$ cat config.mk
export PLATFORM = sky130hd
export DESIGN_NAME = idx_remap_table
export DESIGN_NICKNAME = d
export VERILOG_FILES = /design/src/rtl/idx_remap_pkg.sv /design/src/rtl/remap_entry_bank.sv /design/src/rtl/remap_lookup.sv /design/src/rtl/remap_stage.sv /design/src/rtl/idx_remap_table.sv
export SDC_FILE = /design/constraint.sdc
export NUM_CORES = 1
export LEC_CHECK = 0
export BUFFER_PORTS_ARGS = -buffer_cell sky130_fd_sc_hd__buf_2
export CAP_MARGIN = 20
export CORE_MARGIN = 2
export CORE_UTILIZATION = 55
export CTS_CLUSTER_DIAMETER = 100
export DETAILED_ROUTE_END_ITERATION = 8
export PLACE_DENSITY = 0.82
export SLEW_MARGIN = 10
export SYNTH_ARGS = -nofsm -noshare
export SYNTH_HDL_FRONTEND = slang
export SYNTH_SLANG_ARGS = --single-unit
$ cat constraint.sdc
create_clock -name clk -period 3.7 [get_ports clk]
set_input_delay 0.185 -clock clk [delete_from_list [all_inputs] [get_ports clk]]
set_output_delay 0.185 -clock clk [all_outputs]
set_load 0.01 [all_outputs]
$ cat src/rtl/idx_remap_pkg.sv
package idx_remap_pkg;

  // Classification of one source operand in the remap stage.
  typedef enum logic [1:0] {
    OP_DIRECT        = 2'd0,
    OP_INDEXED_READY = 2'd1,
    OP_INDEXED_WAIT  = 2'd2
  } opnd_class_e;

  localparam int unsigned DEF_ENTRIES = 64;

endpackage

$ cat src/rtl/remap_entry_bank.sv
module remap_entry_bank #(
  parameter  int unsigned N_ENT = 64,
  localparam int unsigned IW    = $clog2(N_ENT)
) (
  input  logic                      clk,
  input  logic                      rst_n,
  input  logic                      issue_vld,
  input  logic [IW-1:0]             issue_idx,
  input  logic                      wb_vld,
  input  logic [IW-1:0]             wb_idx,
  input  logic [IW-1:0]             wb_addr,
  output logic [N_ENT-1:0][IW-1:0]  addr_tab,
  output logic [N_ENT-1:0]          rdy_vec
);

  for (genvar i = 0; i < N_ENT; i++) begin : g_ent
    logic          wb_hit;
    logic          iss_hit;
    logic          ent_en;
    logic [IW-1:0] addr_d;
    logic [IW-1:0] addr_q;
    logic          rdy_d;
    logic          rdy_q;

    assign wb_hit  = wb_vld    && (wb_idx    == IW'(i));
    assign iss_hit = issue_vld && (issue_idx == IW'(i));
    assign ent_en  = wb_hit | iss_hit;

    // Next state: a pending issue outranks a completing writeback.
    always_comb begin
      addr_d = addr_q;
      rdy_d  = rdy_q;
      if (wb_hit) begin
        addr_d = wb_addr;
        rdy_d  = 1'b1;
      end
      if (iss_hit) begin
        rdy_d = 1'b0;
      end
    end

    always_ff @(posedge clk or negedge rst_n) begin
      if (!rst_n) begin
        addr_q <= IW'(i);
        rdy_q  <= 1'b1;
      end else if (ent_en) begin
        addr_q <= addr_d;
        rdy_q  <= rdy_d;
      end
    end

    assign addr_tab[i] = addr_q;
    assign rdy_vec[i]  = rdy_q;
  end

endmodule

$ cat src/rtl/remap_lookup.sv
module remap_lookup
  import idx_remap_pkg::*;
#(
  parameter  int unsigned N_ENT = 64,
  localparam int unsigned IW    = $clog2(N_ENT),
  localparam int unsigned OW    = IW + 1
) (
  input  logic                      idx_en,
  input  logic [OW-1:0]             opnd_i,
  input  logic [N_ENT-1:0][IW-1:0]  addr_tab,
  input  logic [N_ENT-1:0]          rdy_vec,
  output logic [OW-1:0]             opnd_o,
  output logic                      wait_o
);

  opnd_class_e   cls;
  logic [IW-1:0] idx;

  assign idx = opnd_i[IW-1:0];

  always_comb begin
    if (!idx_en || !opnd_i[OW-1]) begin
      cls = OP_DIRECT;
    end else if (rdy_vec[idx]) begin
      cls = OP_INDEXED_READY;
    end else begin
      cls = OP_INDEXED_WAIT;
    end
  end

  always_comb begin
    unique case (cls)
      OP_DIRECT: opnd_o = opnd_i;
      default:   opnd_o = {1'b1, addr_tab[idx]};
    endcase
  end

  assign wait_o = (cls == OP_INDEXED_WAIT);

endmodule

$ cat src/rtl/remap_stage.sv
module remap_stage #(
  parameter int unsigned OW   = 7,
  parameter int unsigned NSRC = 2
) (
  input  logic                      clk,
  input  logic                      rst_n,
  input  logic                      adv,
  input  logic                      in_vld,
  input  logic [NSRC-1:0][OW-1:0]   in_opnd,
  output logic                      st_vld,
  output logic [NSRC-1:0][OW-1:0]   st_opnd
);

  logic                    vld_d;
  logic                    opnd_en;
  logic [NSRC-1:0][OW-1:0] opnd_d;

  always_comb begin
    vld_d   = in_vld;
    opnd_en = adv & in_vld;
    opnd_d  = in_opnd;
  end

  always_ff @(posedge clk or negedge rst_n) begin
    if (!rst_n) begin
      st_vld <= 1'b0;
    end else if (adv) begin
      st_vld <= vld_d;
    end
  end

  always_ff @(posedge clk or negedge rst_n) begin
    if (!rst_n) begin
      st_opnd <= '0;
    end else if (opnd_en) begin
      st_opnd <= opnd_d;
    end
  end

endmodule

$ cat src/rtl/idx_remap_table.sv
module idx_remap_table #(
  parameter  int unsigned N_ENT = 64,
  localparam int unsigned IW    = $clog2(N_ENT),
  localparam int unsigned OW    = IW + 1
) (
  input  logic          clk,
  input  logic          rst_n,
  input  logic          idx_en,
  input  logic          in_vld,
  input  logic [OW-1:0] src_a,
  input  logic [OW-1:0] src_b,
  input  logic          issue_vld,
  input  logic [IW-1:0] issue_idx,
  input  logic          wb_vld,
  input  logic [IW-1:0] wb_idx,
  input  logic [IW-1:0] wb_addr,
  output logic          out_vld,
  output logic [OW-1:0] out_a,
  output logic [OW-1:0] out_b,
  output logic          stall
);

  localparam int unsigned NSRC = 2;

  logic [NSRC-1:0][OW-1:0]  src_vec;
  logic [NSRC-1:0][OW-1:0]  st_opnd;
  logic [NSRC-1:0][OW-1:0]  map_opnd;
  logic [NSRC-1:0]          wait_vec;
  logic                     st_vld;
  logic                     adv;
  logic [N_ENT-1:0][IW-1:0] addr_tab;
  logic [N_ENT-1:0]         rdy_vec;

  assign src_vec = {src_b, src_a};
  assign adv     = ~stall;

  remap_stage #(
    .OW   (OW),
    .NSRC (NSRC)
  ) u_stage (
    .clk     (clk),
    .rst_n   (rst_n),
    .adv     (adv),
    .in_vld  (in_vld),
    .in_opnd (src_vec),
    .st_vld  (st_vld),
    .st_opnd (st_opnd)
  );

  remap_entry_bank #(
    .N_ENT (N_ENT)
  ) u_bank (
    .clk       (clk),
    .rst_n     (rst_n),
    .issue_vld (issue_vld),
    .issue_idx (issue_idx),
    .wb_vld    (wb_vld),
    .wb_idx    (wb_idx),
    .wb_addr   (wb_addr),
    .addr_tab  (addr_tab),
    .rdy_vec   (rdy_vec)
  );

  for (genvar s = 0; s < NSRC; s++) begin : g_src
    remap_lookup #(
      .N_ENT (N_ENT)
    ) u_lookup (
      .idx_en   (idx_en),
      .opnd_i   (st_opnd[s]),
      .addr_tab (addr_tab),
      .rdy_vec  (rdy_vec),
      .opnd_o   (map_opnd[s]),
      .wait_o   (wait_vec[s])
    );
  end

  assign stall   = st_vld & (|wait_vec);
  assign out_vld = st_vld & ~stall;
  assign out_a   = map_opnd[0];
  assign out_b   = map_opnd[1];

endmodule

# Word-level counts from Yosys, hierarchy flattened
# Cells that the tools add are included.
[totals]
input_bits = 38
word_cells = 801
out_inout_bits = 16
register_bits = 463
[op_classes]
bitwise = 68
eq_ne = 128
magnitude_cmp = 2
mux = 142
reduce_logical = 330
[op_table]
columns = ["op", "count"]
rows = [
  ["6-bit equality test (second input constant)", 64],
  ["2-bit AND reduction", 128],
  ["6-bit by 5-bit equality test with 1-bit output (second input constant)", 32],
  ["1-bit two-way mux", 130],
  ["1-bit logical AND", 128],
  ["2-bit nonzero test", 64],
  ["6-bit by 4-bit equality test with 1-bit output (second input constant)", 16],
  ["6-bit binary-select mux with 6-bit select", 2],
  ["1-bit OR", 64],
  ["6-bit by 3-bit equality test with 1-bit output (second input constant)", 8],
  ["6-bit by 2-bit equality test with 1-bit output (second input constant)", 4],
  ["6-bit by 7-bit less-than comparator with 1-bit output (second input constant)", 2],
  ["7-bit two-way mux", 2],
  ["1-bit binary-select mux with 6-bit select", 2],
  ["6-bit by 1-bit equality test with 1-bit output (second input constant)", 2],
  ["6-bit zero test", 2],
  ["6-bit two-way mux", 2],
  ["2-bit two-way mux", 4],
  ["2-bit equality test (second input constant)", 2],
  ["2-bit zero test", 2],
  ["1-bit AND", 3],
  ["1-bit zero test", 3],
  ["1-bit logical OR", 2],
  ["2-bit OR reduction", 1],
  ["1-bit inverter", 1],
]

# Longest topological paths before layout
# Gate-level depths: netlist of run 1.
[depth]
word_depth = 9
depth_mapped = 11
depth_no_buf = 7

# By module
# From an unflattened synthesis of run 1, not the netlist that was laid out.
[hier_totals]
cells_unflattened = 1936
area_unflattened_um2 = 26450.4
[by_module_without_submodules]
columns = ["mod", "area_each_um2", "seq_area_each_um2", "instances", "cells_each"]
rows = [
  ["remap_entry_bank", 17972.2, 11531.1, 1, 1192],
  ["remap_lookup", 3930.0, 0.0, 2, 354],
  ["remap_stage", 593.1, 375.4, 1, 33],
  ["idx_remap_table", 25.0, 0.0, 1, 3],
]

# Worst setup path before layout of run 1
# Ideal clock, no wire load.
[synth_timing]
kind = "register -> output"
startpoint = "register u_stage.st_opnd[0] in the netlist's numbering"
endpoint = "output out_a[5]"
path_slack_ns = 0.919
arrival_ns = 2.596
path_stages_with_launch = 9
n_path_buf = 4
t_required_ns = 3.515
cell_sequence = "dfrtp_1 -> buf_2 -> buf_2 -> buf_4 -> buf_2 -> mux4_2 -> mux4_2 -> mux2i_1 -> o31ai_1"
[synth_between]
elab_chain_cells = 6
elab_cells_between_ends = 8
cone_classes = "7 x mux; 1 x reduce/logical"
[synth_rtl]
columns = ["element", "line_no", "rtl"]
rows = [
  ["from (decl)", "remap_stage.sv:11", "output logic [NSRC-1:0][OW-1:0] st_opnd"],
  ["from (signal assigned)", "remap_stage.sv:36", "st_opnd <= opnd_d;"],
  ["1-bit binary-select mux with 6-bit select", "remap_lookup.sv:24", "end else if (rdy_vec[idx]) begin"],
  ["1-bit two-way mux (implied by the code)", "remap_lookup.sv:24", ""],
  ["2-bit two-way mux", "remap_lookup.sv:24", ""],
  ["2-bit two-way mux", "remap_lookup.sv:22", "if (!idx_en || !opnd_i[OW-1]) begin"],
  ["2-bit zero test", "remap_lookup.sv:32", "unique case (cls)"],
  ["7-bit two-way mux (*)", "remap_lookup.sv:32", ""],
  ["to (decl)", "idx_remap_table.sv:18", "output logic [OW-1:0] out_a,"],
]
# Mark *: on every way between the ends. The rest lies on a longest branch, timed or not. The select of a mux whose other input is x is not followed.

# Worst setup path after layout of run 1
# Same ends and word-level chain as after synthesis.

==> results of run 1 <==
-- power by group --
part	switching, mW	internal, mW
combinational	2.51	3.06
sequential	0.736	6.13
clock	2.15	3.19
-- placed cells by master (no fill, tap or decap), drive strengths merged, types with 9 or more instances in the layout --
cell | synthesis | final
a22oi | 41 | 41
nor2 | 40 | 40
dfstp | 256 | 256
o22a | 20 | 20
mux4 | 275 | 275
nor3 | 12 | 12
mux2 | 410 | 410
inv | 44 | 47
mux2i | 19 | 19
dlygate4sd3 | 0 | 16
nand2b | 9 | 9
buf | 63 | 129
o21ai | 12 | 12
clkinv | 0 | 10
a21oi | 12 | 12
clkbuf | 73 | 74
nand2 | 64 | 64
or2 | 12 | 12
dfrtp | 207 | 207
-- metal layers --
metal  part of all wire (%)  GRT usage (%)  up-vias  wire (µm)
li1                       -              -     6396          -
met1                     36           40.3     8505      26600
met2                     47           50.0      957      34500
met3                     10           9.16      312       7650
met4                    6.8           19.2        0       5030
met5                      0              0        -          0
-- logic make-up (layout without fill, tap and decap cells) --
family                 count (synthesis)  count (layout)  share of synthesized area (%)
AO/OA/AOI/OAI                        102             102                           2.99
buffers and inverters                180             283                           3.04
flip-flops                           463             463                           47.2
multiplexers                         704             704                           43.8
AND/OR/NAND/NOR                      159             159                           2.88
-- worst register-to-register path, cell delays in order, from the launching register on --
cell      delay (ns)
dfrtp_4         0.65
buf_4           0.32
mux4_1          0.58
mux2_2          0.29
a21oi_1         0.15
a21o_1          0.14
o21ai_1         0.12
o211ai_4        0.62
mux2_2          0.42
-- cell type report --
| class | instances | area share [%] |
|---|---|---|
| clock buffer | 74 | 5.32 |
| timing repair buffer | 147 | 4.95 |
| sequential | 463 | 41.8 |
| multi-input combinational | 965 | 43.9 |
| clock inverter | 18 | 0.846 |
| inverter | 44 | 0.578 |
| tap | 600 | 2.63 |
-- how the worst max path moves through the flow --
stage | from | endpoint | slack (ns) | cells after the start
after floorplan | u_stage.st_opnd[0] | out_a[5] | 0.92 | 8
after global placement | u_stage.st_opnd[1] | u_stage.st_opnd[6] | 0.40 | 7
after detailed placement | u_stage.st_opnd[1] | u_stage.st_opnd[13] | 0.36 | 8
after CTS | u_stage.st_opnd[0] | out_a[2] | 0.009 | 7
after global routing | u_stage.st_opnd[0] | out_a[5] | 0.001 | 8
final | u_stage.st_opnd[0] | out_a[5] | 0.03 | 8
-- repair_timing --
action                                 4_1_cts  5_1_grt
endpoints found under the hold margin       65        0
gates cloned                                 2        0
setup endpoints to repair                   10        7
resized for setup                            2        5
setup buffers                               11        2
hold buffers                                16        0
-- stage by stage --
| stage | std cells | hold WS [ns] | setup WS (ns) | total power, mW | util (%) |
|---|---|---|---|---|---|
| floorplan | 1608 | -0.111 | 0.919 | 10.5 | - |
| global placement | 2184 | 0.381 | 0.400 | 12.0 | 58.2 |
| detailed placement | 2185 | 0.397 | 0.356 | 12.2 | 58.2 |
| CTS | 2306 | 0.0494 | 0.00927 | 17.7 | 62.9 |
| global route | 2311 | 0.0752 | 0.00130 | 18.4 | 63.1 |
| finish | 2311 | 0.0691 | 0.0270 | 17.8 | 63.1 |
-- registers in the layout (all words and copies together), names as in the netlist --
signal               flops
u_bank.g_ent.addr_q    384
u_stage.st_opnd         14
u_bank.g_ent.rdy_q      64
u_stage.st_vld           1
==> impl_metrics.tcl, run 1 <==
set metrics [dict create \
    outcome "completed" \
    root_buffer "clkbuf_16" \
    via_per_inst 7.00 \
    grt-ovfl-total 0 \
    syn_area_per_cell_um2 15.7 \
    async_reset_ff_share_pct 100 \
    synth_edf_count 0 \
    endpoint_kind "output port" \
    netlist_top_cells_area "dfstp_2 (27%), mux4_2 (24%), dfrtp_1 (21%)" \
    firstDrtPassIters 7 \
    worst_clock_skew_ns 0.0124 \
    synth_top_area_share_pct 26.7 \
    numCtsBuffers 49 \
    multi_input_area_mm2 0.0125 \
    setup_tns_ns 0 \
    areaGrowthSynthToFinish_pct 13.3 \
    seq_area_mm2 0.0119 \
    ys_types 45 \
    core-area_mm2 0.0453 \
    period_share_pct 99.3 \
    hpwl_um 48100 \
    wire_per_inst_um 31.9 \
    drc 0 \
    die_area_mm2 0.0475 \
    yosysWarnings 0 \
    rows 78 \
    cts_sinks 463 \
    diodes 0 \
    path_cells "bufbuf_16 > mux4_2 > mux4_2 > nor2_1 > nor2_1 > o21ai_0 > o31ai_1 > buf_2" \
    clk_pin_slew_ns 0.06 \
    grt_pass1_vias 17400 \
    grt_pass1_wl_um 112000 \
    routabilityCongestion 0.958 \
    drv_cap 0 \
    rr_endpoint "u_stage.st_opnd[8]" \
    rsz0062_at_grt "no" \
    stdcell_area_mm2 0.0286 \
    r2r-start "u_stage.st_opnd[1]" \
    antenna_found_initial 1 \
    hold_path.class "input port to register" \
    synthesis.area_mm2 0.0252 \
    slowest_stage "dfrtp_4" \
    chipWidth_um 218 \
    yosysTopAreaCell "dfstp_2" \
    worstHoldEndpoint "u_bank.g_ent[0].rdy_q" \
    yosysMostFrequentCell "mux2_2" \
    crit_fanout 19 \
    critical-path-top-delay-family "multiplexers" \
    clock_latency_ns 0.61 \
    hold_viol_final 0 \
    powerDensity_mw_per_mm2 623 \
    htree_levels 2 \
    portBuffers 53 \
    vias 16200 \
    track_usage_pct 32.1 \
    fin_crit_ns 3.67 \
    syn_nets 1646 \
    synthFlopType "dfstp_2" \
    path_class "register to output port" \
    slowest_delay_ns 0.55 \
    slew_headroom_pct 25.2 \
    start_util_pct 55.7 \
    finalSetupViolations 0 \
    synth_common_cells "mux2_2 (400), mux4_2 (272), dfstp_2 (256), dfrtp_1 (207), clkbuf_1 (73)" \
    max_freq_ghz 0.272 \
    grt_max_degree 128 \
    maxSlewViolCount 0 \
    reg2reg_depth 8 \
    drt-initial-drc-count 1844 \
    drive_above_1_share_pct 68.9 \
    nNetsFinal 1708 \
    p_leak_nw 11.9 \
    synth_cells 1608 \
    die_h_um 218 \
    min-delay-start "issue_idx[2]" \
    seq_area_frac_synth_pct 47.2 \
    worstHoldPathCells 3 \
    cts_tree "yes" \
    drt_wl_total_um 73800 \
    worst_pin_slew_ns 1.12 \
    worstPathArrival_ns 3.49 \
    placed_area_mm2 0.0264 \
    ys_seq_elements 463 \
    antenna_left 0 \
    io_pins 54 \
    crit_buf_inv 2 \
    required_ns 3.51 \
    clockBufferDepth 3 \
    start_kind "register" \
    ir_worst_vdd_mv 0.492 \
    r2r_slack_ns 0.31 \
    n_fill_cell 3128 \
]
Note: power is estimated with default switching activity, not from simulation.
==> run 2, diff against run 1 <==
MAX_ROUTING_LAYER = met4   (was not set)
==> impl_metrics.tcl, run 2 (synthesis results as in run 1) <==
set metrics [dict create \
    finalSetupViolations 0 \
    regMostFlops "u_bank.g_ent.addr_q" \
    root_buffer "clkbuf_16" \
    crit_fanout 15 \
    hold_path.class "input port to register" \
    clockBufferDepth 3 \
    final_common_cell "mux2_2" \
    start_kind "register" \
    rsz0062_at_grt "yes" \
    vias 16200 \
    power_mw 17.4 \
    clock_latency_ns 0.60 \
    drc 0 \
    reg2reg_depth 8 \
    p_leak_nw 11.8 \
    powerDensity_mw_per_mm2 614 \
    period_share_pct 99.3 \
    grt_pass1_wl_um 111000 \
    required_ns 3.51 \
    via_per_inst 7.04 \
    start_util_pct 55.7 \
    worstPathArrival_ns 3.49 \
    areaGrowthSynthToFinish_pct 12.4 \
    worst_pin_slew_ns 1.15 \
    chipWidth_um 218 \
    grt_pass1_vias 16900 \
    die_h_um 218 \
    drt-initial-drc-count 1749 \
    placed_area_mm2 0.0263 \
    rr_endpoint "u_stage.st_opnd[8]" \
    setup_tns_ns 0 \
    min-delay-start "issue_idx[1]" \
    fin_util_pct 62.6 \
    stdcell_area_mm2 0.0283 \
    track_usage_pct 32.9 \
    wire_per_inst_um 32.1 \
    top_regs "u_bank.g_ent.addr_q: 384 flops, u_bank.g_ent.rdy_q: 64 flops, u_stage.st_opnd: 14 flops" \
    core-area_mm2 0.0453 \
    htree_levels 2 \
    cts_sinks 463 \
    clk_pin_slew_ns 0.06 \
    outcome "completed" \
    r2r-start "u_stage.st_opnd[1]" \
    drv_cap 0 \
    holdWs_ns 0.0673 \
    path_class "register to output port" \
    die_area_mm2 0.0475 \
    portBuffers 53 \
    drt_wl_total_um 74000 \
    maxSlewViolCount 0 \
    io_pins 54 \
    drive_above_1_share_pct 67.9 \
    grt-ovfl-total 0 \
    numCtsBuffers 49 \
    hold_viol_final 0 \
    cts_tree "yes" \
    rows 78 \
    largest_register_ffs 384 \
    r2r_slack_ns 0.27 \
    ir_worst_vdd_mv 0.488 \
    antenna_left 0 \
    routabilityCongestion 0.998 \
    endpoint_kind "output port" \
    max_freq_ghz 0.272 \
    worst_clock_skew_ns 0.0137 \
    fin_crit_ns 3.68 \
    hpwl_um 48900 \
    nNetsFinal 1705 \
    worstHoldPathCells 3 \
    grt_max_degree 111 \
    most-common-layout-cells "mux2_2 (399), mux4_2 (272), dfstp_2 (256)" \
    n_fill_cell 3197 \
    slew_headroom_pct 22.6 \
    firstDrtPassIters 9 \
    antenna_found_initial 1 \
    worstHoldEndpoint "u_bank.g_ent[48].rdy_q" \
]
[run 2: cell types whose count changed in the layout (fill, tap and decap cells not counted), moves of 3 or more]
cell,change
clkbuf_16,+3
buf_12,-9
clkbuf_8,-12
clkinv_2,-4
buf_16,+3
buf_6,+3
clkbuf_1,+17
[run 2: final cells by class]
| class | count | area [µm²] | share of cell area [%] |
|---|---|---|---|
| clock buffer | 79 | 1420 | 5.01 |
| antenna | 1 | 2.50 | 0.00883 |
| inverter | 44 | 165 | 0.583 |
| sequential | 463 | 11900 | 42.1 |
| tap | 600 | 751 | 2.65 |
| timing repair buffer | 144 | 1350 | 4.77 |
| multi-input combinational | 965 | 12500 | 44.3 |
| clock inverter | 12 | 171 | 0.605 |
[run 2: per-stage QoR]
stage | setup WS, ns | cells
6_report | 0.0245 | 2308
3_3_place_gp | 0.516 | 2183
2_1_floorplan | 0.919 | 1608
5_1_grt | -0.0340 | 2308
4_1_cts | -0.00791 | 2293
3_5_place_dp | 0.441 | 2184
[run 2: layer usage]
layer / global-route usage [%] / up-vias / wire [µm]
li1: - / 6382 / -
met1: 42.0 / 8583 / 27600
met2: 48.7 / 977 / 34500
met3: 9.64 / 302 / 7420
met4: 15.9 / 0 / 4490
met5: - / - / 0
[run 2: worst max-delay path by stage]
stage / depth (start not counted) / startpoint / endpoint / slack, ns
after floorplan: 8 / u_stage.st_opnd[0] / out_a[5] / 0.92
after global placement: 7 / u_stage.st_opnd[1] / u_stage.st_opnd[13] / 0.52
after detailed placement: 7 / u_stage.st_opnd[1] / u_stage.st_opnd[6] / 0.44
after CTS: 6 / u_stage.st_opnd[0] / out_a[1] / -0.008
after global routing: 6 / u_stage.st_opnd[0] / out_a[2] / -0.03
final: 6 / u_stage.st_opnd[0] / out_a[2] / 0.02
[run 2: what timing repair did]
action,CTS,global route
buffers inserted,2,7
endpoints found under the setup margin,9,8
hold buffers,16,0
hold endpoints to repair,57,0
gates resized for setup,8,5
cloned,0,3
[run 2: critical path, cell delays in order, from the launching register on]
cell and delay (ns):
dfrtp_4 0.61, buf_16 0.23, mux4_2 0.53, mux4_2 0.57, mux4_2 0.49, mux2_4 0.31
buf_6 0.13
[run 2: report_power, final]
group          switching [mW]  internal [mW]
clock                    2.08           2.90
combinational            2.50           3.02
sequential              0.749           6.13
==> run 3, diff against run 2 <==
CORE_MARGIN = not set   (was 2)
CTS_BUF_LIST = sky130_fd_sc_hd__clkbuf_2   (was not set)
==> impl_metrics.tcl, run 3 (synthesis results as in run 1) <==
set metrics [dict create \
    start_util_pct 55.7 \
    core-area_mm2 0.0453 \
    r2r_slack_ns 0.12 \
    placed_area_mm2 0.0263 \
    cts_tree "yes" \
    pwr-share-seq_pct 40.5 \
    finalSetupViolations 14 \
    drt-initial-drc-count 2223 \
    drv_cap 0 \
    nNetsFinal 1897 \
    p_sw_mw 5.79 \
    grt_pass1_wl_um 116000 \
    top_regs "u_bank.g_ent.addr_q: 384 flops, u_bank.g_ent.rdy_q: 64 flops, u_stage.st_opnd: 14 flops" \
    ir_worst_vdd_mv 0.411 \
    start_kind "register" \
    io_pins 54 \
    power_frac_comb_pct 38.0 \
    setup_tns_ns -5.68 \
    grt-ovfl-total 0 \
    die_h_um 216 \
    fin_ws_ns -0.541 \
    min-delay-start "wb_addr[0]" \
    vias 17600 \
    htree_levels 3 \
    antenna_found_initial 3 \
    drive_above_1_share_pct 69.6 \
    clock_latency_ns 1.20 \
    maxSlewViolCount 0 \
    powerDensity_mw_per_mm2 576 \
    rr_endpoint "u_stage.st_opnd[8]" \
    path_class "register to output port" \
    chipWidth_um 216 \
    max_freq_ghz 0.236 \
    p_leak_nw 12.6 \
    worst_pin_slew_ns 1.27 \
    most-common-layout-cells "mux2_2 (393), mux4_2 (272), dfstp_2 (256)" \
    clk_pin_slew_ns 0.15 \
    worstHoldEndpoint "u_bank.g_ent[41].addr_q[0]" \
    largest_register_ffs 384 \
    crit_fanout 8 \
    required_ns 3.51 \
    violations "negative setup slack" \
    clockBufferDepth 3 \
    hpwl_um 48500 \
    track_usage_pct 35.0 \
    p_clk_share_pct 21.5 \
    routabilityCongestion 0.978 \
    hold_path.class "input port to register" \
    fin_crit_ns 4.24 \
    cts_sinks 463 \
    die_area_mm2 0.0467 \
    grt_pass1_vias 18400 \
    areaGrowthSynthToFinish_pct 16.7 \
    antenna_left 0 \
    rsz0062_at_grt "yes" \
    grt_max_degree 112 \
    drc 0 \
    worst_clock_skew_ns 0.0579 \
    portBuffers 53 \
    fin_util_pct 65.0 \
    r2r-start "u_stage.st_opnd[7]" \
    root_buffer "clkbuf_2" \
    power_mw 16.9 \
    rows 78 \
    final_common_cell "mux2_2" \
    wire_per_inst_um 30.2 \
    slew_headroom_pct 14.5 \
    reg2reg_depth 18 \
    outcome "finished with violations" \
    hold_viol_final 0 \
    firstDrtPassIters 8 \
    period_share_pct 115 \
    regMostFlops "u_bank.g_ent.addr_q" \
    via_per_inst 6.86 \
    p_int_mw 11.1 \
    worstPathArrival_ns 4.06 \
    numCtsBuffers 115 \
    drt_wl_total_um 77500 \
    worstHoldPathCells 3 \
    endpoint_kind "output port" \
    n_fill_cell 3052 \
    swShare_pct 34.2 \
    stdcell_area_mm2 0.0294 \
]
run 3: cell count changes in the layout (fill, tap and decap cells not counted), moves of 21 or more:
cell	delta
clkbuf_2	+174
clkbuf_16	-50
buf_4	+32
dlygate4sd3_1	+58
buf_6	+21
clkbuf_1	-22
clkinv_1	+31
run 3: how the worst max path moves through the flow:
stage | startpoint | end | slack, ns | cells past startpoint
2_1_floorplan | u_stage.st_opnd[0] | out_a[5] | 0.92 | 8
3_3_place_gp | u_stage.st_opnd[0] | out_a[2] | 0.36 | 6
3_5_place_dp | u_stage.st_opnd[0] | out_a[2] | 0.35 | 6
4_1_cts | u_stage.st_opnd[0] | out_a[1] | -0.48 | 7
5_1_grt | u_stage.st_opnd[7] | out_b[1] | -0.54 | 10
6_report | u_stage.st_opnd[7] | out_b[0] | -0.54 | 7
run 3: critical path, cell delays in order (launching register included):
cell and delay, ns:
dfrtp_4 0.47, buf_12 0.17, buf_12 0.15, mux4_2 0.50, mux4_2 0.56, mux4_2 0.56, mux2_4 0.30, buf_6 0.12
run 3: area by class of cell:
type                    instances  area, µm²  share of cell area (%)
inverters                      44        165                   0.562
clock buffers                 174        871                    2.96
well taps                     600        751                    2.55
repair buffers                270       2790                    9.48
diodes                          5       12.5                  0.0425
flip-flops and latches        463      11900                    40.5
clock inverters                43        228                   0.774
multi-input cells             965      12700                    43.1
run 3: per-stage QoR:
step                setup slack [ns]  instances  hold slack, ns
floorplan                      0.919       1608          -0.111
global placement               0.355       2185           0.103
detailed placement             0.347       2186           0.106
CTS                           -0.484       2531          0.0835
global route                  -0.539       2561          0.0690
finish                        -0.541       2564          0.0584
run 3: power by group through the flow:
stage	logic, mW	clock network [mW]	registers [mW]
floorplan	3.95	0	6.52
global placement	5.13	0	6.89
detailed placement	5.25	0	6.97
CTS	6.05	3.66	6.80
global route	6.68	3.93	6.95
finish	6.44	3.64	6.86
run 3: what timing repair did:
action | CTS | global route
endpoints found under the hold margin | 925 | 0
setup endpoints to repair | 14 | 28
pin swaps | 3 | 7
cloned | 5 | 2
resized for setup | 65 | 36
setup buffers | 34 | 36
hold buffers | 89 | 0
run 3: layer usage:
metal  wire length [µm]  vias to the layer above  track usage [%]
met3               8780                      309             9.61
met2              36000                     1235             51.4
li1                   -                     6866                -
met5                  0                        -                -
met1              28300                     9191             44.2
met4               4520                        0             19.7
